[src/rtl/icu_pkg.sv]
// Shared constants, register kinds and the fixed high-tier level table.
package icu_pkg;

    localparam int GRP_W    = 32;
    localparam int NUM_GRP  = 5;
    localparam int LVL_N    = 16;
    localparam int VEC_W    = $clog2(LVL_N);
    localparam int CTRL_GRP = 6;
    localparam int GEN_BIT  = 16;
    localparam int HI_FLAG  = 31;
    localparam int LO_FLAG  = 30;

    typedef enum logic [1:0] {
        KIND_STAT = 2'd0,
        KIND_CLR  = 2'd1,
        KIND_EN   = 2'd2,
        KIND_NONE = 2'd3
    } reg_kind_e;

    // Priority level of source (grp, bit); 0 means the source is low tier.
    function automatic logic [3:0] src_level(input int grp, input int bt);
        logic [3:0] lv;
        lv = 4'd0;
        if (grp == 5) begin
            if (bt == 24 || bt == 25) lv = 4'd15;
            else if (bt == 30)        lv = 4'd14;
            else if (bt == 29)        lv = 4'd13;
            else if (bt == 0 || bt == 7) lv = 4'd1;
        end else if (grp == 2) begin
            if (bt == 31)      lv = 4'd11;
            else if (bt == 21) lv = 4'd10;
            else if (bt == 5)  lv = 4'd5;
        end else if (grp == 3) begin
            if (bt >= 16 && bt <= 19) lv = 4'd9;
        end else if (grp == 4) begin
            if (bt >= 16 && bt <= 19) lv = 4'd7;
        end else if (grp == 1) begin
            if (bt == 18)      lv = 4'd4;
            else if (bt == 17) lv = 4'd3;
            else if (bt == 27) lv = 4'd2;
        end
        return lv;
    endfunction

endpackage

[src/rtl/icu_src_group.sv]
// One source group: two-flop synchronizer, rising-edge detect, sticky status.
// Assumes clr_i is already decoded to this group; an edge beats a clear.
module icu_src_group #(
    parameter int W = 32
) (
    input  logic         clk,
    input  logic         rst_n,
    input  logic [W-1:0] src_i,
    input  logic [W-1:0] clr_i,
    output logic [W-1:0] status_o
);
    logic [W-1:0] sync1_q, sync2_q, prev_q, stat_q;
    logic [W-1:0] rise;

    assign rise = sync2_q & ~prev_q;

    // Synchronize sources and keep the previous synchronized level.
    always_ff @(posedge clk) begin
        if (!rst_n) begin
            sync1_q <= '0;
            sync2_q <= '0;
            prev_q  <= '0;
        end else begin
            sync1_q <= src_i;
            sync2_q <= sync1_q;
            prev_q  <= sync2_q;
        end
    end

    // Sticky status: cleared by write-one, set by a new edge (edge wins).
    always_ff @(posedge clk) begin
        if (!rst_n) stat_q <= '0;
        else        stat_q <= (stat_q & ~clr_i) | rise;
    end

    assign status_o = stat_q;

    AST_EDGE_SETS_STATUS: assert property (@(posedge clk) disable iff (!rst_n)
        (rise != '0) |=> ((stat_q & $past(rise)) == $past(rise)));
    AST_CLEAR_DROPS_BIT: assert property (@(posedge clk) disable iff (!rst_n)
        (clr_i != '0) |=> ((stat_q & $past(clr_i & ~rise)) == '0));
    AST_EDGE_BEATS_CLEAR: assert property (@(posedge clk) disable iff (!rst_n)
        ((clr_i & rise) != '0) |=> ((stat_q & $past(clr_i & rise)) == $past(clr_i & rise)));
endmodule

[src/rtl/icu_prio_resolve.sv]
// Maps status bits onto the fixed level table, applies the level mask and
// picks the highest pending level. Also reports which bits are high tier.
module icu_prio_resolve #(
    parameter int NG    = 5,
    parameter int W     = 32,
    parameter int LVLS  = 16,
    localparam int VW   = $clog2(LVLS)
) (
    input  logic            clk,
    input  logic            rst_n,
    input  logic [NG*W-1:0] status_i,
    input  logic [LVLS-1:0] mask_i,
    output logic [NG*W-1:0] hi_member_o,
    output logic [VW-1:0]   vec_o
);
    import icu_pkg::*;

    logic [LVLS-1:0] lvl_pend;
    logic [LVLS-1:0] lvl_hit;

    // Collect pending high-tier sources per level and mark membership.
    always_comb begin
        logic [3:0] lv;
        lvl_pend    = '0;
        hi_member_o = '0;
        for (int g = 0; g < NG; g++) begin
            for (int b = 0; b < W; b++) begin
                lv = src_level(g + 1, b);
                if (lv != 4'd0) begin
                    hi_member_o[g*W+b] = 1'b1;
                    if (status_i[g*W+b]) lvl_pend[lv] = 1'b1;
                end
            end
        end
    end

    assign lvl_hit = lvl_pend & mask_i;

    // Priority encode: the highest unmasked pending level wins; 0 = none.
    always_comb begin
        vec_o = '0;
        for (int l = 1; l < LVLS; l++) begin
            if (lvl_hit[l]) vec_o = VW'(l);
        end
    end

    AST_VEC_UNMASKED: assert property (@(posedge clk) disable iff (!rst_n)
        (vec_o != '0) |-> mask_i[vec_o]);
endmodule

[src/rtl/icu_two_tier.sv]
// Two-tier interrupt controller top: register bus, enables, control group,
// request generation. Assumes single-cycle writes and combinational reads.
module icu_two_tier #(
    parameter int NUM_GRP = 5,
    parameter int GRP_W   = 32,
    parameter int LVL_N   = 16,
    localparam int SRC_N  = NUM_GRP * GRP_W,
    localparam int VEC_W  = $clog2(LVL_N)
) (
    input  logic             clk,
    input  logic             rst_n,
    input  logic [SRC_N-1:0] src_i,
    input  logic             bus_wr_i,
    input  logic [4:0]       bus_addr_i,
    input  logic [31:0]      bus_wdata_i,
    output logic [31:0]      bus_rdata_o,
    output logic             irq_low_o,
    output logic             irq_high_o
);
    import icu_pkg::*;

    logic [NUM_GRP-1:0][GRP_W-1:0] en_q;
    logic [NUM_GRP-1:0][GRP_W-1:0] clr_vec;
    logic [SRC_N-1:0]              status_all;
    logic [SRC_N-1:0]              hi_member;
    logic [LVL_N-1:0]              mask_q;
    logic                          gen_q;
    logic [VEC_W-1:0]              vec;
    logic                          low_pend;
    reg_kind_e                     kind;
    int                            grp;

    assign kind = reg_kind_e'(bus_addr_i[4:3]);
    assign grp  = int'(bus_addr_i[2:0]);

    for (genvar gi = 0; gi < NUM_GRP; gi++) begin : g_grp
        // Decode clear strobes for this group.
        assign clr_vec[gi] = (bus_wr_i && kind == KIND_CLR && grp == gi + 1)
                             ? bus_wdata_i[GRP_W-1:0] : '0;

        icu_src_group #(.W(GRP_W)) i_grp (
            .clk      (clk),
            .rst_n    (rst_n),
            .src_i    (src_i[gi*GRP_W +: GRP_W]),
            .clr_i    (clr_vec[gi]),
            .status_o (status_all[gi*GRP_W +: GRP_W])
        );
    end

    icu_prio_resolve #(.NG(NUM_GRP), .W(GRP_W), .LVLS(LVL_N)) i_prio (
        .clk         (clk),
        .rst_n       (rst_n),
        .status_i    (status_all),
        .mask_i      (mask_q),
        .hi_member_o (hi_member),
        .vec_o       (vec)
    );

    // Per-bit enables and the control group's enable word.
    always_ff @(posedge clk) begin
        if (!rst_n) begin
            en_q   <= '0;
            mask_q <= '0;
            gen_q  <= 1'b0;
        end else if (bus_wr_i && kind == KIND_EN) begin
            for (int g = 0; g < NUM_GRP; g++) begin
                if (grp == g + 1) en_q[g] <= bus_wdata_i[GRP_W-1:0];
            end
            if (grp == CTRL_GRP) begin
                gen_q  <= bus_wdata_i[GEN_BIT];
                mask_q <= bus_wdata_i[LVL_N-1:0];
            end
        end
    end

    // Low tier: enabled pending bits that are not high-tier sources.
    assign low_pend   = |(status_all & en_q & ~hi_member);
    assign irq_low_o  = gen_q & low_pend;
    assign irq_high_o = gen_q & (vec != '0);

    // Combinational read mux.
    always_comb begin
        bus_rdata_o = '0;
        for (int g = 0; g < NUM_GRP; g++) begin
            if (grp == g + 1) begin
                if (kind == KIND_STAT) bus_rdata_o = 32'(status_all[g*GRP_W +: GRP_W]);
                if (kind == KIND_EN)   bus_rdata_o = 32'(en_q[g]);
            end
        end
        if (grp == CTRL_GRP && kind == KIND_STAT) begin
            bus_rdata_o[HI_FLAG]     = (vec != '0);
            bus_rdata_o[LO_FLAG]     = low_pend;
            bus_rdata_o[VEC_W-1:0]   = vec;
        end
        if (grp == CTRL_GRP && kind == KIND_EN) begin
            bus_rdata_o[GEN_BIT]     = gen_q;
            bus_rdata_o[LVL_N-1:0]   = mask_q;
        end
    end

    AST_QUIET_WHEN_OFF: assert property (@(posedge clk) disable iff (!rst_n)
        !gen_q |-> (!irq_low_o && !irq_high_o));
    AST_RESET_CLEARS: assert property (@(posedge clk)
        !rst_n |=> (gen_q == 1'b0 && mask_q == '0 && status_all == '0));
    AST_HIGH_NOT_LOW: assert property (@(posedge clk) disable iff (!rst_n)
        ((status_all & en_q & ~hi_member) == '0) |-> !irq_low_o);
endmodule

[config.mk]
export PLATFORM = sky130hd
export DESIGN_NAME = icu_two_tier
export DESIGN_NICKNAME = d
export VERILOG_FILES = /design/src/rtl/icu_pkg.sv /design/src/rtl/icu_src_group.sv /design/src/rtl/icu_prio_resolve.sv /design/src/rtl/icu_two_tier.sv
export SDC_FILE = /design/constraint.sdc
export NUM_CORES = 1
export LEC_CHECK = 0
export ABC_AREA = 1
export BUFFER_PORTS_ARGS = -buffer_cell sky130_fd_sc_hd__buf_2
export CORE_MARGIN = 2
export CORE_UTILIZATION = 40
export DETAILED_ROUTE_END_ITERATION = 16
export GPL_TIMING_DRIVEN = 0
export SYNTH_ARGS = -nofsm -noshare
export SYNTH_HDL_FRONTEND = slang
export SYNTH_HIERARCHICAL = 1
export SYNTH_SLANG_ARGS = --single-unit
[constraint.sdc]
create_clock -name clk -period 3 [get_ports clk]
set_clock_uncertainty 0.1 [all_clocks]
set_input_delay 0.9 -clock clk [delete_from_list [all_inputs] [get_ports clk]]
set_output_delay 0.9 -clock clk [all_outputs]
set_load 0.05 [all_outputs]
==> results of run 1 <==
==> worst max-delay path, cell delays in order <==
cell and delay [ns]:
buf_12 0.12, inv_12 0.04, nand2_8 0.08, inv_8 0.05
buf_12 0.14, buf_12 0.14, a22o_1 0.20, a211oi_2 0.33
nand4_1 0.33, buf_6 0.26
==> cell usage in the layout (no fill, tap or decap), types with 8 or more instances in the layout <==
cell type / instances
nand2_4: 29
a211oi_4: 17
nand3_2: 18
nand3_1: 349
inv_1: 866
dfxtp_1: 778
o21ai_2: 8
inv_2: 11
nor2_4: 15
o21ai_0: 182
buf_12: 20
nor2_1: 217
a22o_1: 53
nor2_2: 12
clkbuf_8: 21
buf_6: 33
buf_2: 253
a21oi_4: 28
buf_8: 22
a22o_4: 16
clkinv_2: 18
clkbuf_1: 63
clkbuf_2: 9
conb_1: 160
clkbuf_16: 101
nand2_1: 949
a21oi_1: 195
bufinv_16: 11
nand4_1: 17
nand2_2: 45
nand3b_1: 110
dfxtp_2: 32
a21oi_2: 27
buf_4: 249
clkinv_1: 15
==> final cells by class <==
| type | count | area, sq um |
|---|---|---|
| plain buffers | 381 | 2830 |
| multi-input cells | 2499 | 13000 |
| flip-flops and latches | 817 | 16400 |
| clock buffers | 117 | 2530 |
| repair buffers | 286 | 2180 |
| clock inverters | 40 | 524 |
| inverters | 900 | 3430 |
| diodes | 2 | 5.00 |
| well taps | 1070 | 1340 |
| fillers | 7864 | 39500 |
==> metal layers <==
| metal | vias up | track usage | routed length, microns |
|---|---|---|---|
| li1 | 14300 | - | - |
| met1 | 13200 | 0.365 | 49400 |
| met2 | 1196 | 0.418 | 50100 |
| met3 | 290 | 0.0418 | 10100 |
| met4 | 6 | 0.130 | 6400 |
| met5 | - | 0 | 43 |
==> logic make-up (layout without fill, tap and decap cells) <==
logic type      after synthesis  after routing  share of synthesized area
flops                       817            817                      0.496
compound gates              549            549                     0.0937
other cells                   2            162                   0.000228
simple gates               1790           1790                      0.235
buf+inv                    1282           1724                      0.175
==> what timing repair did <==
item,4_1_cts,5_1_grt
buffers inserted,38,5
resized for setup,470,132
gates cloned,5,6
setup endpoints to repair,34,34
pin swaps,77,84
==> state kept, by name, indices dropped and copies added (netlist names) <==
signal / count
en_q: 160
g_grp.i_grp/prev_q: 160
g_grp.i_grp/status_o: 160
g_grp.i_grp/sync1_q: 160
g_grp.i_grp/sync2_q: 160
mask_q: 16
gen_q: 1
==> worst paths after layout <==
kind                                               from                                    end
setup / recovery                          bus_addr_i[4]                         bus_rdata_o[6]
setup reg to reg                  en_q[16]$_SDFFE_PN0P_                  en_q[16]$_SDFFE_PN0P_
hold reg to reg   g_grp[4].i_grp/sync1_q[29]$_SDFF_PN0_  g_grp[4].i_grp/sync2_q[29]$_SDFF_PN0_
hold / removal    g_grp[4].i_grp/sync1_q[29]$_SDFF_PN0_  g_grp[4].i_grp/sync2_q[29]$_SDFF_PN0_
==> Yosys cell counts, types with 9 or more instances <==
cell      count
nor2_1      235
nand3_1     372
nand2_1    1021
nand4_1      17
inv_1       876
a22o_1       72
buf_2        83
a211oi_1     18
clkinv_1     15
clkbuf_1     70
o21ai_0     199
inv_2         9
buf_4       210
nand3b_1    110
dfxtp_1     817
nor3_1       14
a21oi_1     250
==> power by group <==
group          internal (uW)  total, uW  switching [uW]
Sequential             11300      11600             302
Combinational            769       1980            1210
Clock                   6890      11400            4530
Total                  18900      25000            6040
==> per-stage QoR <==
step	hold slack (ns)	TNS (ns)	total power, uW
floorplan	0.290	-1.51	12700
global placement	0.295	-120.82	13400
global route	0.324	-15.79	25800
CTS	0.300	-15.08	25000
finish	0.307	-17.51	25000
detailed placement	0.296	-124.09	13400
==> flow_summary.json, run 1 <==
{
  "outcome": "finished, violations left",
  "violations": "max-capacitance violations, max-slew violations, negative setup slack",
  "htreeDepth": 3,
  "cts_buffers": 89,
  "die_h_microns": 291,
  "syn_to_final_growth_pct": 28.4,
  "synthTopCellsByArea": "dfxtp_1 (50%), nand2_1 (12%), inv_1 (10%)",
  "leakage_uw": 0.0220,
  "worstPathRequired_ns": 2.00,
  "synth_flop_cell": "dfxtp_1",
  "vdd_ir_drop_max_v": 0.000356,
  "routed_via_density": 4.74,
  "cp-end-kind": "output pin",
  "drt_wl_total_microns": 116000,
  "dieArea_sq_um": 84700,
  "fin_nets": 5174,
  "cts_tree": "done",
  "cts_buffer_depth": 3,
  "final_core_utilization": 0.517,
  "period_minus_slack_ns": 3.61,
  "dp_cells": 5900,
  "yosysWarnings": 6,
  "drt-pass1-iter-count": 7,
  "drc": 0,
  "dp_slack_ns": -1.39,
  "antenna_found_initial": 5,
  "rsz0062_at_grt": "true",
  "ant_nets": 0,
  "min_path_type": "reg2reg",
  "clock_latency_ns": 0.63,
  "drt_iter0_drc": 2606,
  "grt_pass1_wl_microns": 170000,
  "syn_area_per_cell_sq_um": 7.42,
  "rr_worst_depth": 2,
  "maxSlewHeadroom": -0.0520,
  "root_buffer": "clkbuf_16",
  "io_pins": 234,
  "synth_edf_count": 0,
  "vias": 29000,
  "whs_path_depth": 2,
  "synth_top_cell_by_area": "dfxtp_1",
  "ys_types": 36,
  "gp_congestion": 0.985,
  "overflow": 0,
  "power_density_nw_per_um2": 590,
  "numPortBuffers": 232,
  "initial_core_util": 0.403,
  "ys_async_sr_fraction": 0,
  "ys_seq_area_frac": 0.496,
  "yosysTopAreaCellShare": 0.496,
  "wl_per_cell_microns": 19.0,
  "place_area_sq_um": 36300,
  "grt_max_degree": 14,
  "grt_use_total": 0.269,
  "slew_violations": 28,
  "final-hold-violation-count": 0,
  "final_area_sq_um": 42300,
  "syn-instance-count": 4440,
  "reg2reg_slack_ns": 2.09,
  "syn_area_sq_um": 33000,
  "worst_slew_pin_slew_ns": 1.57,
  "drv_cap": 4,
  "grt_pass1_vias": 27100,
  "hpwlAfterDp_microns": 81300,
  "ys_seq_elements": 817,
  "num_rows": 105,
  "drive_gt1_frac": 0.212,
  "clock_sinks": 817,
  "clk_pin_slew_worst_paths_ns": 0.05,
  "crit_arrival_ns": 2.61,
  "worstPathMaxFanout": 6,
  "worstSetupPathType": "in2out",
  "core-area_sq_um": 81800,
  "fmax_ghz": 0.277,
  "fin_cells": 6112,
  "holdBufCountCts": 0,
  "finalSetupViolCount": 88,
  "die-width_microns": 291,
  "fin_crit_sh": 1.20,
  "fin_ws_ns": -0.607,
  "start_kind": "input port"
}
No activity file was read; power rests on OpenSTA's default activity.
==> inputs of run 2 (changes only) <==
--- a/config.mk
+++ b/config.mk
@@ -11,6 +11,7 @@
 export CORE_UTILIZATION = 40
 export DETAILED_ROUTE_END_ITERATION = 16
 export GPL_TIMING_DRIVEN = 0
+export SKIP_LAST_GASP = 1
 export SYNTH_ARGS = -nofsm -noshare
 export SYNTH_HDL_FRONTEND = slang
 export SYNTH_HIERARCHICAL = 1
==> run 2 against run 1 <==
Effect of this change: the flow still finishes with violations (max-capacitance violations, max-slew violations, negative setup slack); clock power about the same; non-clock buffer count shrank 2; critical path depth stayed put; clock-buffer cell count unchanged; cell area is 0.75% lower; critical path type unchanged; critical endpoint unchanged; largest cell class unchanged; largest power group unchanged; highest routed layer unchanged.
==> flow_summary.json, run 2 (synthesis results as in run 1) <==
{
  "outcome": "finished, violations left",
  "violations": "max-capacitance violations, max-slew violations, negative setup slack",
  "clk_pin_slew_worst_paths_ns": 0.05,
  "drt_wl_total_microns": 116000,
  "ant_nets": 0,
  "wl_per_cell_microns": 18.9,
  "final_common_cell": "nand2_1",
  "cts_tree": "done",
  "gp_congestion": 0.985,
  "cts_buffers": 89,
  "hp-start": "g_grp[4].i_grp/sync1_q[29]$_SDFF_PN0_",
  "fin_crit_sh": 1.18,
  "worstPathMaxFanout": 6,
  "fin_cells": 6109,
  "htreeDepth": 3,
  "tns_ns": -15.55,
  "drt-pass1-iter-count": 8,
  "final-hold-violation-count": 0,
  "crit_arrival_ns": 2.53,
  "startpoint": "bus_addr_i[4]",
  "grt_pass1_vias": 27100,
  "sequentialPowerShare": 0.464,
  "slew_violations": 12,
  "syn_to_final_growth_pct": 27.5,
  "switching_share": 0.242,
  "power_density_nw_per_um2": 594,
  "grt_use_total": 0.269,
  "layout_common_cells": "nand2_1 (967), inv_1 (867), dfxtp_1 (784)",
  "clock_latency_ns": 0.63,
  "vdd_ir_drop_max_v": 0.000359,
  "r2r_start": "g_grp[4].i_grp/status_o[29]$_SDFF_PN0_",
  "io_pins": 234,
  "start_kind": "input port",
  "p_int_uw": 18900,
  "dp_slack_ns": -1.39,
  "finalSetupViolCount": 34,
  "drv_cap": 2,
  "grt_pass1_wl_microns": 170000,
  "finalPower_uw": 24900,
  "routed_via_density": 4.74,
  "initial_core_util": 0.403,
  "fmax_ghz": 0.283,
  "clkPwrFrac": 0.458,
  "drt_iter0_drc": 2673,
  "worstSetupPathType": "in2out",
  "die_h_microns": 291,
  "antenna_found_initial": 5,
  "maxSlewHeadroom": -0.0279,
  "numPortBuffers": 232,
  "num_rows": 105,
  "fin_ws_ns": -0.532,
  "pwr-share-comb": 0.078,
  "min_path_type": "reg2reg",
  "root_buffer": "clkbuf_16",
  "rsz0062_at_grt": "true",
  "clock_sinks": 817,
  "cp-end-kind": "output pin",
  "core-area_sq_um": 81800,
  "die-width_microns": 291,
  "dieArea_sq_um": 84700,
  "cts_buffer_depth": 3,
  "worst_hold_slack_ns": 0.307,
  "drive_gt1_frac": 0.205,
  "dp_cells": 5900,
  "overflow": 0,
  "worstPathRequired_ns": 2.00,
  "period_minus_slack_ns": 3.53,
  "switching_power_uw": 6030,
  "worst_slew_pin_slew_ns": 1.54,
  "drc": 0,
  "fin_nets": 5172,
  "leakage_uw": 0.0218,
  "vias": 29000,
  "grt_max_degree": 14,
  "hpwlAfterDp_microns": 81300
}
run 2: changes by cell type in the layout (fill, tap and decap cells not counted), moves of 6 or more:
| cell | delta |
|---|---|
| dfxtp_2 | -6 |
| buf_8 | -7 |
| nand2_1 | +18 |
| a21oi_4 | -6 |
| dfxtp_1 | +6 |
| nand2_4 | -13 |
run 2: path summary, 6_finish.rpt:
path	depth (start not counted)	slack, ns	to
max	10	-0.53	bus_rdata_o[6]
min	2	0.31	g_grp[4].i_grp/sync2_q[29]$_SDFF_PN0_
max reg2reg	2	2.09	g_grp[4].i_grp/status_o[29]$_SDFF_PN0_
min reg2reg	2	0.31	g_grp[4].i_grp/sync2_q[29]$_SDFF_PN0_
run 2: power by group through the flow:
stage	clock network (uW)	registers, uW	logic (uW)
global route	12100	11600	2100
global placement	0	11800	1640
CTS	11600	11600	1870
finish	11400	11600	1950
floorplan	0	11700	1020
detailed placement	0	11800	1650
run 2: what timing repair did:
item | CTS | global route
gates resized for setup | 436 | 104
pin swaps | 77 | 78
setup endpoints to repair | 34 | 34
setup buffers | 38 | 3
cloned | 5 | 5
hold buffers | 0 | 0
run 2: metrics by stage:
| stage | util | cell area (sq um) |
|---|---|---|
| 2_1_floorplan | - | 33800 |
| 4_1_cts | 0.507 | 41500 |
| 5_1_grt | 0.513 | 42000 |
| 3_5_place_dp | 0.444 | 36300 |
| 3_3_place_gp | 0.444 | 36300 |
| 6_report | 0.513 | 42000 |
run 2: layout make-up:
type	count	area (sq um)
fillers	7922	39800
flip-flops and latches	817	16400
multi-input cells	2499	12800
inverters	900	3430
plain buffers	382	2830
clock buffers	117	2530
repair buffers	283	2090
well taps	1070	1340
clock inverters	40	524
diodes	1	2.50
run 2: per-layer routing:
layer	part of all wire	wire, microns	vias to the layer above	track usage
met5	0.00035	40	-	0
met4	0.056	6470	6	0.132
met3	0.084	9750	279	0.0421
met2	0.43	49600	1169	0.416
met1	0.43	49800	13200	0.365
li1	-	-	14300	-
run 2: worst max-delay path, cell delays in order:
cell      delay, ns
buf_12         0.12
inv_12         0.04
nand2_8        0.08
inv_8          0.05
buf_12         0.14
buf_12         0.14
a22o_1         0.21
a211oi_2       0.30
nand4_1        0.29
buf_6          0.24
